### src/rtl/csd_pkg.sv
package csd_pkg;

    localparam logic [3:0] SRC_RC   = 4'b0011;
    localparam logic [3:0] SRC_XOSC = 4'b0101;
    localparam logic [3:0] SRC_XCLK = 4'b0001;

    typedef enum logic [2:0] {
        ST_BOOT_CNT = 3'd0,
        ST_SETTLE   = 3'd1,
        ST_MS_WAIT  = 3'd2,
        ST_READY    = 3'd3,
        ST_WAKE_CNT = 3'd4,
        ST_FAULT    = 3'd5
    } seq_state_t;

endpackage

### src/rtl/csd_cfg_decode.sv
module csd_cfg_decode
    import csd_pkg::*;
#(
    parameter int SHORT_CYC = 1024,
    parameter int LONG_CYC  = 16384,
    parameter int EXT_CYC   = 6,
    parameter int MS_SHORT  = 4,
    parameter int MS_LONG   = 64,
    parameter int CYC_W     = 15,
    parameter int MS_W      = 7
) (
    input  logic [3:0]       src_sel,
    input  logic [1:0]       sut_sel,
    output logic [CYC_W-1:0] start_cyc,
    output logic [MS_W-1:0]  ms_target,
    output logic             cfg_valid,
    output logic             pd_unsafe
);

    localparam logic [CYC_W-1:0] C_SHORT = CYC_W'(SHORT_CYC);
    localparam logic [CYC_W-1:0] C_LONG  = CYC_W'(LONG_CYC);
    localparam logic [CYC_W-1:0] C_EXT   = CYC_W'(EXT_CYC);
    localparam logic [MS_W-1:0]  M_SHORT = MS_W'(MS_SHORT);
    localparam logic [MS_W-1:0]  M_LONG  = MS_W'(MS_LONG);

    always_comb begin
        start_cyc = C_SHORT;
        ms_target = '0;
        cfg_valid = 1'b0;
        pd_unsafe = 1'b0;
        case (src_sel)
            SRC_RC: begin
                cfg_valid = 1'b1;
                start_cyc = (sut_sel == 2'b11) ? C_LONG : C_SHORT;
                case (sut_sel)
                    2'b01:   ms_target = M_SHORT;
                    2'b10:   ms_target = M_LONG;
                    default: ms_target = '0;
                endcase
            end
            SRC_XOSC: begin
                cfg_valid = 1'b1;
                start_cyc = sut_sel[1] ? C_LONG : C_SHORT;
                case (sut_sel)
                    2'b00:   ms_target = '0;
                    2'b11:   ms_target = M_LONG;
                    default: ms_target = M_SHORT;
                endcase
            end
            SRC_XCLK: begin
                start_cyc = C_EXT;
                pd_unsafe = 1'b1;
                case (sut_sel)
                    2'b00: begin cfg_valid = 1'b1; ms_target = '0;      end
                    2'b01: begin cfg_valid = 1'b1; ms_target = M_SHORT; end
                    2'b10: begin cfg_valid = 1'b1; ms_target = M_LONG;  end
                    default: cfg_valid = 1'b0;
                endcase
            end
            default: cfg_valid = 1'b0;
        endcase
    end

endmodule

### src/rtl/csd_step_counter.sv
module csd_step_counter #(
    parameter int W = 8
) (
    input  logic         clk,
    input  logic         rst_n,
    input  logic         clr,
    input  logic         en,
    input  logic [W-1:0] limit,
    output logic         done
);

    logic [W-1:0] cnt;

    always_ff @(posedge clk or negedge rst_n) begin
        if (!rst_n)
            cnt <= '0;
        else if (clr)
            cnt <= '0;
        else if (en)
            cnt <= cnt + 1'b1;
    end

    assign done = en && (cnt == limit - 1'b1);

    // The phase must end before the count passes its limit
    assert_cnt_in_range_R4: assert property (@(posedge clk) disable iff (!rst_n)
        en |-> (cnt < limit));

endmodule

### src/rtl/csd_seq_fsm.sv
module csd_seq_fsm
    import csd_pkg::*;
#(
    parameter int CYC_W      = 15,
    parameter int MS_W       = 7,
    parameter int SETTLE_CYC = 14
) (
    input  logic             clk,
    input  logic             rst_n,
    input  logic             wake_req,
    input  logic             ms_tick,
    input  logic             cfg_valid,
    input  logic             pd_unsafe,
    input  logic [CYC_W-1:0] start_cyc,
    input  logic [MS_W-1:0]  ms_target,
    input  logic             cyc_done,
    input  logic             ms_done,
    output logic             cyc_clr,
    output logic             cyc_en,
    output logic [CYC_W-1:0] cyc_limit,
    output logic             ms_clr,
    output logic             ms_en,
    output logic             clk_ready,
    output logic             core_rst_n,
    output logic             cfg_invalid,
    output logic             pd_unsafe_warn
);

    localparam logic [CYC_W-1:0] SETTLE_L = CYC_W'(SETTLE_CYC);

    seq_state_t state, state_nx;
    logic       wake_go;
    logic       ms_zero;

    assign ms_zero = (ms_target == '0);
    assign wake_go = (state == ST_READY) && wake_req && cfg_valid;

    always_ff @(posedge clk or negedge rst_n) begin
        if (!rst_n)
            state <= ST_BOOT_CNT;
        else
            state <= state_nx;
    end

    always_comb begin
        state_nx = state;
        if (!cfg_valid) begin
            state_nx = ST_FAULT;
        end else begin
            unique case (state)
                ST_BOOT_CNT: if (cyc_done) state_nx = ST_SETTLE;
                ST_SETTLE:   if (cyc_done) state_nx = ms_zero ? ST_READY : ST_MS_WAIT;
                ST_MS_WAIT:  if (ms_done)  state_nx = ST_READY;
                ST_READY:    if (wake_go)  state_nx = ST_WAKE_CNT;
                ST_WAKE_CNT: if (cyc_done) state_nx = ST_READY;
                ST_FAULT:    state_nx = ST_FAULT;
                default:     state_nx = ST_FAULT;
            endcase
        end
    end

    always_comb begin
        cyc_en    = (state == ST_BOOT_CNT) || (state == ST_SETTLE) || (state == ST_WAKE_CNT);
        cyc_limit = (state == ST_SETTLE) ? SETTLE_L : start_cyc;
        ms_en     = (state == ST_MS_WAIT) && ms_tick;
        cyc_clr   = (state_nx != state);
        ms_clr    = (state_nx != state);
    end

    always_ff @(posedge clk or negedge rst_n) begin
        if (!rst_n) begin
            clk_ready      <= 1'b0;
            core_rst_n     <= 1'b0;
            cfg_invalid    <= 1'b0;
            pd_unsafe_warn <= 1'b0;
        end else begin
            clk_ready      <= (state_nx == ST_READY);
            core_rst_n     <= core_rst_n || (state_nx == ST_READY);
            cfg_invalid    <= (state_nx == ST_FAULT);
            pd_unsafe_warn <= pd_unsafe_warn || (wake_go && pd_unsafe);
        end
    end

    assert_ready_implies_release_R4: assert property (@(posedge clk) disable iff (!rst_n)
        clk_ready |-> core_rst_n);

    assert_release_holds_R4: assert property (@(posedge clk) disable iff (!rst_n)
        core_rst_n |=> core_rst_n);

    assert_fault_blocks_ready_R5: assert property (@(posedge clk) disable iff (!rst_n)
        cfg_invalid |-> !clk_ready);

    assert_fault_sticky_R5: assert property (@(posedge clk) disable iff (!rst_n)
        cfg_invalid |=> cfg_invalid);

    assert_wake_drops_ready_R6: assert property (@(posedge clk) disable iff (!rst_n)
        (clk_ready && wake_req) |=> (!clk_ready && core_rst_n));

    assert_warn_sticky_R7: assert property (@(posedge clk) disable iff (!rst_n)
        pd_unsafe_warn |=> pd_unsafe_warn);

    assert_warn_cause_R7: assert property (@(posedge clk) disable iff (!rst_n)
        $rose(pd_unsafe_warn) |-> $past(pd_unsafe && wake_req));

endmodule

### src/rtl/csd_startup_seq.sv
module csd_startup_seq #(
    parameter int SHORT_CYC  = 1024,
    parameter int LONG_CYC   = 16384,
    parameter int EXT_CYC    = 6,
    parameter int SETTLE_CYC = 14,
    parameter int MS_SHORT   = 4,
    parameter int MS_LONG    = 64
) (
    input  logic       clk,
    input  logic       rst_n,
    input  logic       ms_tick,
    input  logic       wake_req,
    input  logic [3:0] src_sel,
    input  logic [1:0] sut_sel,
    output logic       clk_ready,
    output logic       core_rst_n,
    output logic       cfg_invalid,
    output logic       pd_unsafe_warn
);

    localparam int CYC_W = $clog2(LONG_CYC + 1);
    localparam int MS_W  = $clog2(MS_LONG + 1);

    logic [CYC_W-1:0] start_cyc;
    logic [CYC_W-1:0] cyc_limit;
    logic [MS_W-1:0]  ms_target;
    logic cfg_valid, pd_unsafe;
    logic cyc_clr, cyc_en, cyc_done;
    logic ms_clr, ms_en, ms_done;

    csd_cfg_decode #(
        .SHORT_CYC (SHORT_CYC),
        .LONG_CYC  (LONG_CYC),
        .EXT_CYC   (EXT_CYC),
        .MS_SHORT  (MS_SHORT),
        .MS_LONG   (MS_LONG),
        .CYC_W     (CYC_W),
        .MS_W      (MS_W)
    ) u_decode (
        .src_sel   (src_sel),
        .sut_sel   (sut_sel),
        .start_cyc (start_cyc),
        .ms_target (ms_target),
        .cfg_valid (cfg_valid),
        .pd_unsafe (pd_unsafe)
    );

    csd_step_counter #(.W(CYC_W)) u_cyc_cnt (
        .clk   (clk),
        .rst_n (rst_n),
        .clr   (cyc_clr),
        .en    (cyc_en),
        .limit (cyc_limit),
        .done  (cyc_done)
    );

    csd_step_counter #(.W(MS_W)) u_ms_cnt (
        .clk   (clk),
        .rst_n (rst_n),
        .clr   (ms_clr),
        .en    (ms_en),
        .limit (ms_target),
        .done  (ms_done)
    );

    csd_seq_fsm #(
        .CYC_W      (CYC_W),
        .MS_W       (MS_W),
        .SETTLE_CYC (SETTLE_CYC)
    ) u_fsm (
        .clk            (clk),
        .rst_n          (rst_n),
        .wake_req       (wake_req),
        .ms_tick        (ms_tick),
        .cfg_valid      (cfg_valid),
        .pd_unsafe      (pd_unsafe),
        .start_cyc      (start_cyc),
        .ms_target      (ms_target),
        .cyc_done       (cyc_done),
        .ms_done        (ms_done),
        .cyc_clr        (cyc_clr),
        .cyc_en         (cyc_en),
        .cyc_limit      (cyc_limit),
        .ms_clr         (ms_clr),
        .ms_en          (ms_en),
        .clk_ready      (clk_ready),
        .core_rst_n     (core_rst_n),
        .cfg_invalid    (cfg_invalid),
        .pd_unsafe_warn (pd_unsafe_warn)
    );

endmodule

### config.mk
export PLATFORM = sky130hd
export DESIGN_NAME = csd_startup_seq
export DESIGN_NICKNAME = d
export VERILOG_FILES = /design/src/rtl/csd_pkg.sv /design/src/rtl/csd_cfg_decode.sv /design/src/rtl/csd_step_counter.sv /design/src/rtl/csd_seq_fsm.sv /design/src/rtl/csd_startup_seq.sv
export SDC_FILE = /design/constraint.sdc
export NUM_CORES = 1
export LEC_CHECK = 0
export ABC_AREA = 1
export BUFFER_PORTS_ARGS = -buffer_cell sky130_fd_sc_hd__buf_2
export CAP_MARGIN = 20
export CORE_MARGIN = 2
export CORE_UTILIZATION = 27
export DETAILED_ROUTE_END_ITERATION = 16
export PLACE_DENSITY_LB_ADDON = 0.15
export SYNTH_ARGS = -nofsm -noshare
export SYNTH_HDL_FRONTEND = slang
export SYNTH_HIERARCHICAL = 1
export SYNTH_SLANG_ARGS = --single-unit
### constraint.sdc
create_clock -name clk -period 7.8 [get_ports clk]
set_clock_uncertainty 0.2 [all_clocks]
set_input_delay 2.34 -clock clk [delete_from_list [all_inputs] [get_ports clk]]
set_output_delay 2.34 -clock clk [all_outputs]
set_load 0.05 [all_outputs]
==> qor.yml, run 1 <==
status: "complete, no violations"
dieHeight_um: 109.0
postCtsSetupRepairBufs: 0
cp.required_ns: 7.76
clkTransAtPathRegs_ns: 0.07
drt_iter0_drc: 175
clock.fmax_ghz: 0.1649
hold_start: "u_fsm/core_rst_n$_DFF_PN0_"
rows: 38
yosys.area_share.xor_xnor_pct: 3.235
syn_to_final_growth_pct: 8.529
core_um2: 10790
viasPerCell: 4.275
start_util_pct: 27.59
synth_flop_cell: "dfrtp_1"
ctsHoldBuffers: 0
grt_max_degree: 30
switching_share_pct: 26.71
ir_worst_vdd_mv: 0.06198
critPathKind: "input pin to flop"
synth.area.top_cells: "dfrtp_1, nand2_1, inv_1, nor2_1, nand3_1"
final_nets: 521
synthCells: 490
num_vias: 2749
antennaDiodeCount: 0
avgSynthCellArea_um2: 6.077
holdPathStages: 1
rrSetupSlack_ns: 3.29
fin_crit_ns: 6.063
cp_top_family: "simple AND/OR/NAND/NOR gates"
worst_ep_arrival_time_ns: 6.02
synthAdderAreaFrac_pct: 3.782
wire_per_inst_um: 10.88
critical-path-max-stage-delay_ns: 0.28
clockPowerShare_pct: 44.7
yosysSeqAreaShare_pct: 24.37
synth_edf_count: 0
clock_path_buffers: 2
synth_mux_area_share_pct: 0
clockRootBuffer: "clkbuf_8"
setup-tns-final_ns: 0
numCtsBuffers: 5
slew_viol_final: 0
crit_fanout: 10
rsz0062_at_grt: "false"
critPathBufInv: 3
power_density_nw_per_um2: 115.0
yosys.area.top_type: "dfrtp_1"
finish.instance_area_um2: 3232
drt-pass1-iter-count: 5
slew_headroom_pct: 54.63
holdCritPathClass: "flop to flop"
numClockSinks: 29
min_to: "u_fsm/core_rst_n$_DFF_PN0_"
postSynth.asyncResetShare_pct: 100.0
p_int_w: 0.0002723
timing.rr.end: "u_cyc_cnt/cnt[9]$_DFFE_PN0P_"
cp-start-kind: "input pin"
p_leak_nw: 1.624
ant_nets: 0
grt_pass1_wl_um: 12300
yosys.area_share.simple_pct: 44.16
die_width_um: 109.0
p_seq_share_pct: 41.1
worstSetupEndpointType: "flop"
synth_compound_area_share_pct: 7.395
ioPinCount: 14
track_usage_pct: 13.09
p_sw_w: 0.00009925
cp_slowest_cell: "ha_1"
hold_viol_final: 0
finalSetupViolations: 0
tightest_slew_ns: 0.6805
first_global_vias: 2613
placed_cell_area_um2: 3112
cts_resized: 0
grt_overflow: 0
ys.warnings.count: 6
synth_top_family_by_area: "simple AND/OR/NAND/NOR gates"
drcViolationCount: 0
dp_hpwl_um: 5736
reg2reg_from: "u_fsm/state[2]$_DFF_PN0_"
syn_area_um2: 2978
drive_above_1_share_pct: 12.72
gp_congestion: 0.8507
routed_wl_um: 6995
grt_antenna_before_repair: 0
synth_top_area_share_pct: 24.37
htree_levels: 2
synth_cell_types: 34
reg2reg_depth: 26
synth-seq-cells: 29
min_period_over_period_pct: 77.74
cts_tree: "done"
num-fill-cells: 1204
clock_latency_ns: 0.28
drv_cap: 0
port-buffer-count: 13
design.die.area_um2: 11890
pwr-share-comb_pct: 14.1
[Yosys cell counts, types with 3 or more instances]
master	number
buf_2	3
xor2_1	3
nand3_1	40
nand4_1	11
or2_2	3
xnor2_1	8
buf_4	19
nor2_2	10
nand2_1	126
o21ai_1	8
dfrtp_1	29
nor3_1	7
inv_2	8
nand2_2	7
nor2_1	72
ha_1	9
o21ai_0	11
a21oi_1	12
inv_1	81
nand3_2	3
[final cells by class]
class	count	area, um^2	area share, %
Multi-Input combinational cell	362	1804	55.83
Sequential cell	29	725.7	22.45
Inverter	91	341.6	10.57
Tap cell	140	175.2	5.420
Clock buffer	6	82.58	2.555
Timing Repair Buffer	13	65.06	2.013
Clock inverter	2	37.54	1.161
[metal layers]
| layer | routed length [um] | GRT usage, % | part of all wire (%) | up-vias |
|---|---|---|---|---|
| met5 | 0 | 0 | 0 | - |
| met4 | 65 | 3.205 | 0.93 | 0 |
| met3 | 239 | 2.451 | 3.4 | 5 |
| met2 | 3107 | 21.43 | 44 | 45 |
| met1 | 3582 | 17.74 | 51 | 1204 |
| li1 | - | - | - | 1495 |
[cells by family (layout without fill, tap and decap cells)]
kind of cell             count (synthesis)  in the layout
other                                    1             16
XOR/XNOR                                11             11
AO/OA/AOI/OAI                           38             38
adder cells (fa/ha/maj)                  9              9
flip-flops                              29             29
buffers and inverters                  114            112
AND/OR/NAND/NOR                        288            288
[per-stage QoR]
stage | worst slack [ns] | util [%] | hold slack, ns | power (W) | instances
final | 1.737 | 29.94 | 0.2510 | 0.0003715 | 643
after CTS | 1.688 | 29.94 | 0.2540 | 0.0003757 | 643
after detailed placement | 1.386 | 28.83 | 0.2378 | 0.0002068 | 635
after global placement | 1.483 | 28.83 | 0.2335 | 0.0002069 | 635
after floorplan | 2.216 | - | 0.3102 | 0.0001994 | 505
after global routing | 1.116 | 29.94 | 0.3006 | 0.0003936 | 643
[layout by cell type, fill, tap and decap left out, drive strengths merged, types with 13 or more instances in the layout]
cell type,netlist,routed
nand2,134,134
nand3,43,43
nor2,85,85
dfrtp,29,29
buf,22,13
conb,1,16
a21oi,13,13
o21ai,21,21
inv,89,89
[registers in the layout, summed over array words and instances (netlist names)]
| signal | flops |
|---|---|
| u_cyc_cnt/cnt | 15 |
| u_ms_cnt/cnt | 7 |
| u_fsm/state | 3 |
| u_fsm/cfg_invalid | 1 |
| u_fsm/clk_ready | 1 |
| u_fsm/core_rst_n | 1 |
| u_fsm/pd_unsafe_warn | 1 |
[power groups by stage]
stage / Sequential [W] / Combinational (W) / Clock (W)
after floorplan: 0.000155 / 0.0000439 / 0
after global placement: 0.000156 / 0.0000512 / 0
after detailed placement: 0.000156 / 0.0000511 / 0
after CTS: 0.000153 / 0.0000512 / 0.000172
after global routing: 0.000153 / 0.0000619 / 0.000179
final: 0.000153 / 0.0000525 / 0.000166
[worst max-delay path by stage]
stage                     from                       endpoint  slack [ns]  depth (start not counted)
floorplan           src_sel[3]  u_cyc_cnt/cnt[10]$_DFFE_PN0P_        2.22                         30
global placement    src_sel[3]   u_cyc_cnt/cnt[9]$_DFFE_PN0P_        1.48                         30
detailed placement  src_sel[3]  u_cyc_cnt/cnt[10]$_DFFE_PN0P_        1.39                         31
CTS                 src_sel[3]  u_cyc_cnt/cnt[10]$_DFFE_PN0P_        1.69                         31
global route        src_sel[3]   u_cyc_cnt/cnt[9]$_DFFE_PN0P_        1.12                         31
finish              src_sel[3]   u_cyc_cnt/cnt[9]$_DFFE_PN0P_        1.74                         30
No activity file was read; power rests on OpenSTA's default activity.
==> run 2: changes to the inputs <==
- clock period: 7.8 -> 6.36 ns (I/O delays scaled with it)
==> run 2 against run 1 <==
Power grew 14%; hold slack gained 0.0056 ns; register-to-register slack lost 1.3 ns; final area shrank 0.35%; worst setup slack lost 0.84 ns; via count grew 1.1%.
==> qor.yml, run 2 (synthesis results as in run 1) <==
top_layer: "met4"
crit_fanout: 9
viasPerCell: 4.317
drcViolationCount: 0
hold_viol_final: 0
numCtsBuffers: 5
critPathKind: "input pin to flop"
pre_cts_slack_ns: 0.5794
slew_headroom_pct: 53.27
final_common_cell: "nand2_1"
postCtsSetupRepairBufs: 0
htree_levels: 2
met1_length_um: 3566
grt_overflow: 0
ioPinCount: 14
min_to: "u_fsm/core_rst_n$_DFF_PN0_"
syn_to_final_growth_pct: 8.151
fin_ws_ns: 0.8928
timing.rr.end: "u_ms_cnt/cnt[4]$_DFFE_PN0P_"
min_period_over_period_pct: 85.96
ctsHoldBuffers: 0
tightest_slew_ns: 0.7010
cts_resized: 0
critical-path-max-stage-delay_ns: 0.32
rows: 38
first_global_vias: 2616
layout_common_cells: "nand2_1, inv_1, nor2_1"
num_vias: 2780
p_int_w: 0.0003045
cp.required_ns: 6.34
clockRootBuffer: "clkbuf_8"
routed_wl_um: 7130
reg2reg_from: "u_fsm/state[2]$_DFF_PN0_"
grt_pass1_wl_um: 12160
clock.fmax_ghz: 0.1829
wire_per_inst_um: 11.07
die_width_um: 109.0
power_w: 0.0004237
top_register: "u_cyc_cnt/cnt"
start_util_pct: 27.59
grt_max_degree: 30
port-buffer-count: 13
holdCritPathClass: "flop to flop"
cp_slowest_cell: "ha_1"
p_leak_nw: 1.626
core_um2: 10790
finalSetupViolations: 0
worstSetupEndpointType: "flop"
drt-pass1-iter-count: 5
cp-start-kind: "input pin"
ant_nets: 0
grt_antenna_before_repair: 0
fin_crit_ns: 5.467
antennaDiodeCount: 0
clockPowerShare_pct: 40.6
gp_congestion: 0.7934
p_seq_share_pct: 44.2
p_sw_w: 0.0001192
slew_viol_final: 0
wl_met2_um: 3300
clock_path_buffers: 2
clkTransAtPathRegs_ns: 0.07
final_nets: 522
dp_hpwl_um: 5753
holdPathStages: 1
rrSetupSlack_ns: 2.02
dieHeight_um: 109.0
pwr-share-comb_pct: 15.1
setup-tns-final_ns: 0
status: "complete, no violations"
drv_cap: 0
numClockSinks: 29
worst_ep_arrival_time_ns: 5.45
cts_tree: "done"
design.die.area_um2: 11890
ir_worst_vdd_mv: 0.07003
track_usage_pct: 12.94
largest_reg_flops: 15
power_density_nw_per_um2: 131.5
clock_latency_ns: 0.29
drt_iter0_drc: 110
rsz0062_at_grt: "false"
hold_start: "u_fsm/core_rst_n$_DFF_PN0_"
switching_share_pct: 28.13
wl_met3_um: 183
reg2reg_depth: 30
drive_above_1_share_pct: 12.90
largestRegisters: "u_cyc_cnt/cnt: 15 flops, u_ms_cnt/cnt: 7 flops, u_fsm/state: 3 flops"
[run 2: how the worst max path moves through the flow]
| stage | start | end | slack (ns) | cells past startpoint |
|---|---|---|---|---|
| 2_1_floorplan | src_sel[3] | u_cyc_cnt/cnt[10]$_DFFE_PN0P_ | 1.21 | 30 |
| 3_3_place_gp | src_sel[3] | u_ms_cnt/cnt[4]$_DFFE_PN0P_ | 0.61 | 31 |
| 3_5_place_dp | src_sel[3] | u_ms_cnt/cnt[4]$_DFFE_PN0P_ | 0.58 | 31 |
| 4_1_cts | src_sel[3] | u_ms_cnt/cnt[4]$_DFFE_PN0P_ | 0.87 | 31 |
| 5_1_grt | src_sel[3] | u_cyc_cnt/cnt[10]$_DFFE_PN0P_ | 0.50 | 30 |
| 6_report | src_sel[3] | u_ms_cnt/cnt[4]$_DFFE_PN0P_ | 0.89 | 31 |
[run 2: stage by stage]
stage                     instances  util (%)  hold WS [ns]  instance area [um^2]
final                           644     29.84        0.2566                  3221
after global routing            644     29.84        0.2799                  3221
after CTS                       644     29.84        0.2604                  3221
after detailed placement        636     28.90        0.2431                  3119
after global placement          636     28.90        0.2333                  3119
after floorplan                 505         -        0.3102                  3034
[run 2: routing by layer]
metal,vias up,track usage [%]
li1,1499,-
met1,1235,17.17
met2,39,21.87
met3,7,1.853
met4,0,3.571
met5,-,0
[run 2: area by class of cell]
cell class              instances  area, um^2
inverters                      91       341.6
fillers                      1216        7572
repair buffers                 14       72.57
multi-input cells             362        1804
well taps                     140       175.2
clock buffers                   7       96.34
clock inverters                 1       5.005
flip-flops and latches         29       725.7
[run 2: critical path: cells and delay by family]
family | cells | cell delay [ns]
buffers and inverters | 5 | 0.49
adder cells (fa/ha/maj) | 1 | 0.32
AND/OR/NAND/NOR | 23 | 2.39
AO/OA/AOI/OAI | 2 | 0.32
[run 2: power by group through the flow]
stage / clock network, W / registers, W / logic (W)
final: 0.000172 / 0.000187 / 0.0000641
after global routing: 0.000187 / 0.000187 / 0.0000757
after CTS: 0.000179 / 0.000187 / 0.0000622
after detailed placement: 0 / 0.000191 / 0.0000619
after global placement: 0 / 0.000191 / 0.0000618
after floorplan: 0 / 0.000191 / 0.0000539
==> run 3: changes to the inputs <==
- BUFFER_PORTS_ARGS: -buffer_cell sky130_fd_sc_hd__buf_2 -> default
- DONT_BUFFER_PORTS: default -> 1
==> run 3 against run 2 <==
Flip-flop and latch count unchanged; worst setup slack better by 0.14 ns; global-route usage up 0.20 points; first-iteration DRC count up 4.5%; maximum frequency up 2.6%; clock power down 10%; register-to-register slack worse by 0.05 ns; hold slack better by 0.11 ns; clock-buffer cell count unchanged; power down 6.1%; core utilization down 0.74 points; critical path type unchanged; largest power group unchanged.
==> qor.yml, run 3 (synthesis results as in run 1) <==
drt_iter0_drc: 115
dp_hpwl_um: 5870
holdPathStages: 2
reg2reg_from: "u_fsm/state[2]$_DFF_PN0_"
worst_ep_arrival_time_ns: 5.30
finish.instance_area_um2: 3141
layout_common_cells: "nand2_1, inv_1, nor2_1"
clock_path_buffers: 2
p_leak_nw: 1.562
ir_worst_vdd_mv: 0.07011
core_um2: 10790
rows: 38
drive_above_1_share_pct: 10.20
placed_cell_area_um2: 3054
gp_congestion: 0.8428
clockRootBuffer: "clkbuf_8"
min_period_over_period_pct: 83.78
ant_nets: 0
holdCritPathClass: "flop to flop"
cp_slowest_cell: "ha_1"
wl_met3_um: 201
finalSetupViolations: 0
clkTransAtPathRegs_ns: 0.06
routed_wl_um: 7145
track_usage_pct: 13.14
hold_start: "u_ms_cnt/cnt[5]$_DFFE_PN0P_"
wl_met2_um: 3318
design.die.area_um2: 11890
largestRegisters: "u_cyc_cnt/cnt: 15 flops, u_ms_cnt/cnt: 7 flops, u_fsm/state: 3 flops"
min_to: "u_ms_cnt/cnt[5]$_DFFE_PN0P_"
power_w: 0.0003980
rsz0062_at_grt: "false"
grt_pass1_wl_um: 12300
power_density_nw_per_um2: 126.7
grt_overflow: 0
ioPinCount: 14
hold_viol_final: 0
critPathKind: "input pin to flop"
numClockSinks: 29
cp.depth: 30
clock_latency_ns: 0.28
top_register: "u_cyc_cnt/cnt"
tightest_slew_ns: 0.5184
fin_crit_ns: 5.329
ctsHoldBuffers: 0
critical-path-max-stage-delay_ns: 0.30
die_width_um: 109.0
reg2reg_depth: 30
slew_viol_final: 0
drcViolationCount: 0
grt_antenna_before_repair: 0
cts_tree: "done"
worstSetupEndpointType: "flop"
numCtsBuffers: 5
syn_to_final_growth_pct: 5.462
first_global_vias: 2560
postCtsSetupRepairBufs: 0
cp_top_family: "simple AND/OR/NAND/NOR gates"
drt-pass1-iter-count: 4
crit_fanout: 9
largest_reg_flops: 15
drv_cap: 0
cp.required_ns: 6.33
dieHeight_um: 109.0
final_nets: 509
wire_per_inst_um: 11.34
num_vias: 2742
pre_cts_slack_ns: 0.6897
antennaDiodeCount: 0
fin_ws_ns: 1.031
top_layer: "met4"
rrSetupSlack_ns: 1.97
start_util_pct: 27.59
cp-start-kind: "input pin"
clock.fmax_ghz: 0.1877
met1_length_um: 3569
critPathBufInv: 4
viasPerCell: 4.352
cts_resized: 0
slew_headroom_pct: 65.40
status: "complete, no violations"
grt_max_degree: 30
port-buffer-count: 0
htree_levels: 2
timing.rr.end: "u_ms_cnt/cnt[4]$_DFFE_PN0P_"
final_common_cell: "nand2_1"
hold_ws_ns: 0.3620
setup-tns-final_ns: 0
[run 3: cell count changes in the layout (fill, tap and decap cells not counted), sizes merged]
cell,change
buf,-13
clkinv,-1
[run 3: stage by stage]
| step | utilization (%) | std cells |
|---|---|---|
| floorplan | - | 505 |
| global placement | 28.30 | 623 |
| detailed placement | 28.30 | 623 |
| CTS | 29.10 | 630 |
| global route | 29.10 | 630 |
| finish | 29.10 | 630 |
[run 3: metal layers]
metal | vias to the layer above | track usage [%]
met5 | - | 0
met4 | 0 | 3.663
met3 | 4 | 1.793
met2 | 40 | 21.56
met1 | 1226 | 17.99
li1 | 1472 | -
[run 3: power by group]
part	switching, W	total [W]	internal, W	leakage (nW)
sequential	0.00000179	0.000188	0.000186	0.389
clock	0.0000684	0.000154	0.0000857	0.0443
combinational	0.0000370	0.0000560	0.0000190	1.13
total	0.000107	0.000398	0.000291	1.56
[run 3: worst max-delay path by stage]
stage               startpoint                             to  slack (ns)
floorplan           src_sel[3]  u_cyc_cnt/cnt[10]$_DFFE_PN0P_        1.21
global placement    src_sel[3]  u_cyc_cnt/cnt[10]$_DFFE_PN0P_        0.68
detailed placement  src_sel[3]  u_cyc_cnt/cnt[10]$_DFFE_PN0P_        0.69
CTS                 src_sel[3]  u_cyc_cnt/cnt[10]$_DFFE_PN0P_        0.96
global route        src_sel[3]  u_cyc_cnt/cnt[10]$_DFFE_PN0P_        0.53
finish              src_sel[3]    u_ms_cnt/cnt[4]$_DFFE_PN0P_        1.03
[run 3: tightest hold or removal path: cells and delay by family (launching register included)]
kind / cells / cell delay (ns)
DFF: 1 / 0.41
buffers and inverters: 1 / 0.06
AOI/OAI and AO/OA: 1 / 0.05
[run 3: final cells by class]
| cell class | instances | area [um^2] |
|---|---|---|
| multi-input combinational | 362 | 1804 |
| timing repair buffer | 1 | 7.507 |
| inverter | 91 | 341.6 |
| tap | 140 | 175.2 |
| clock buffer | 7 | 86.33 |
| fill | 1215 | 7652 |
| sequential | 29 | 725.7 |
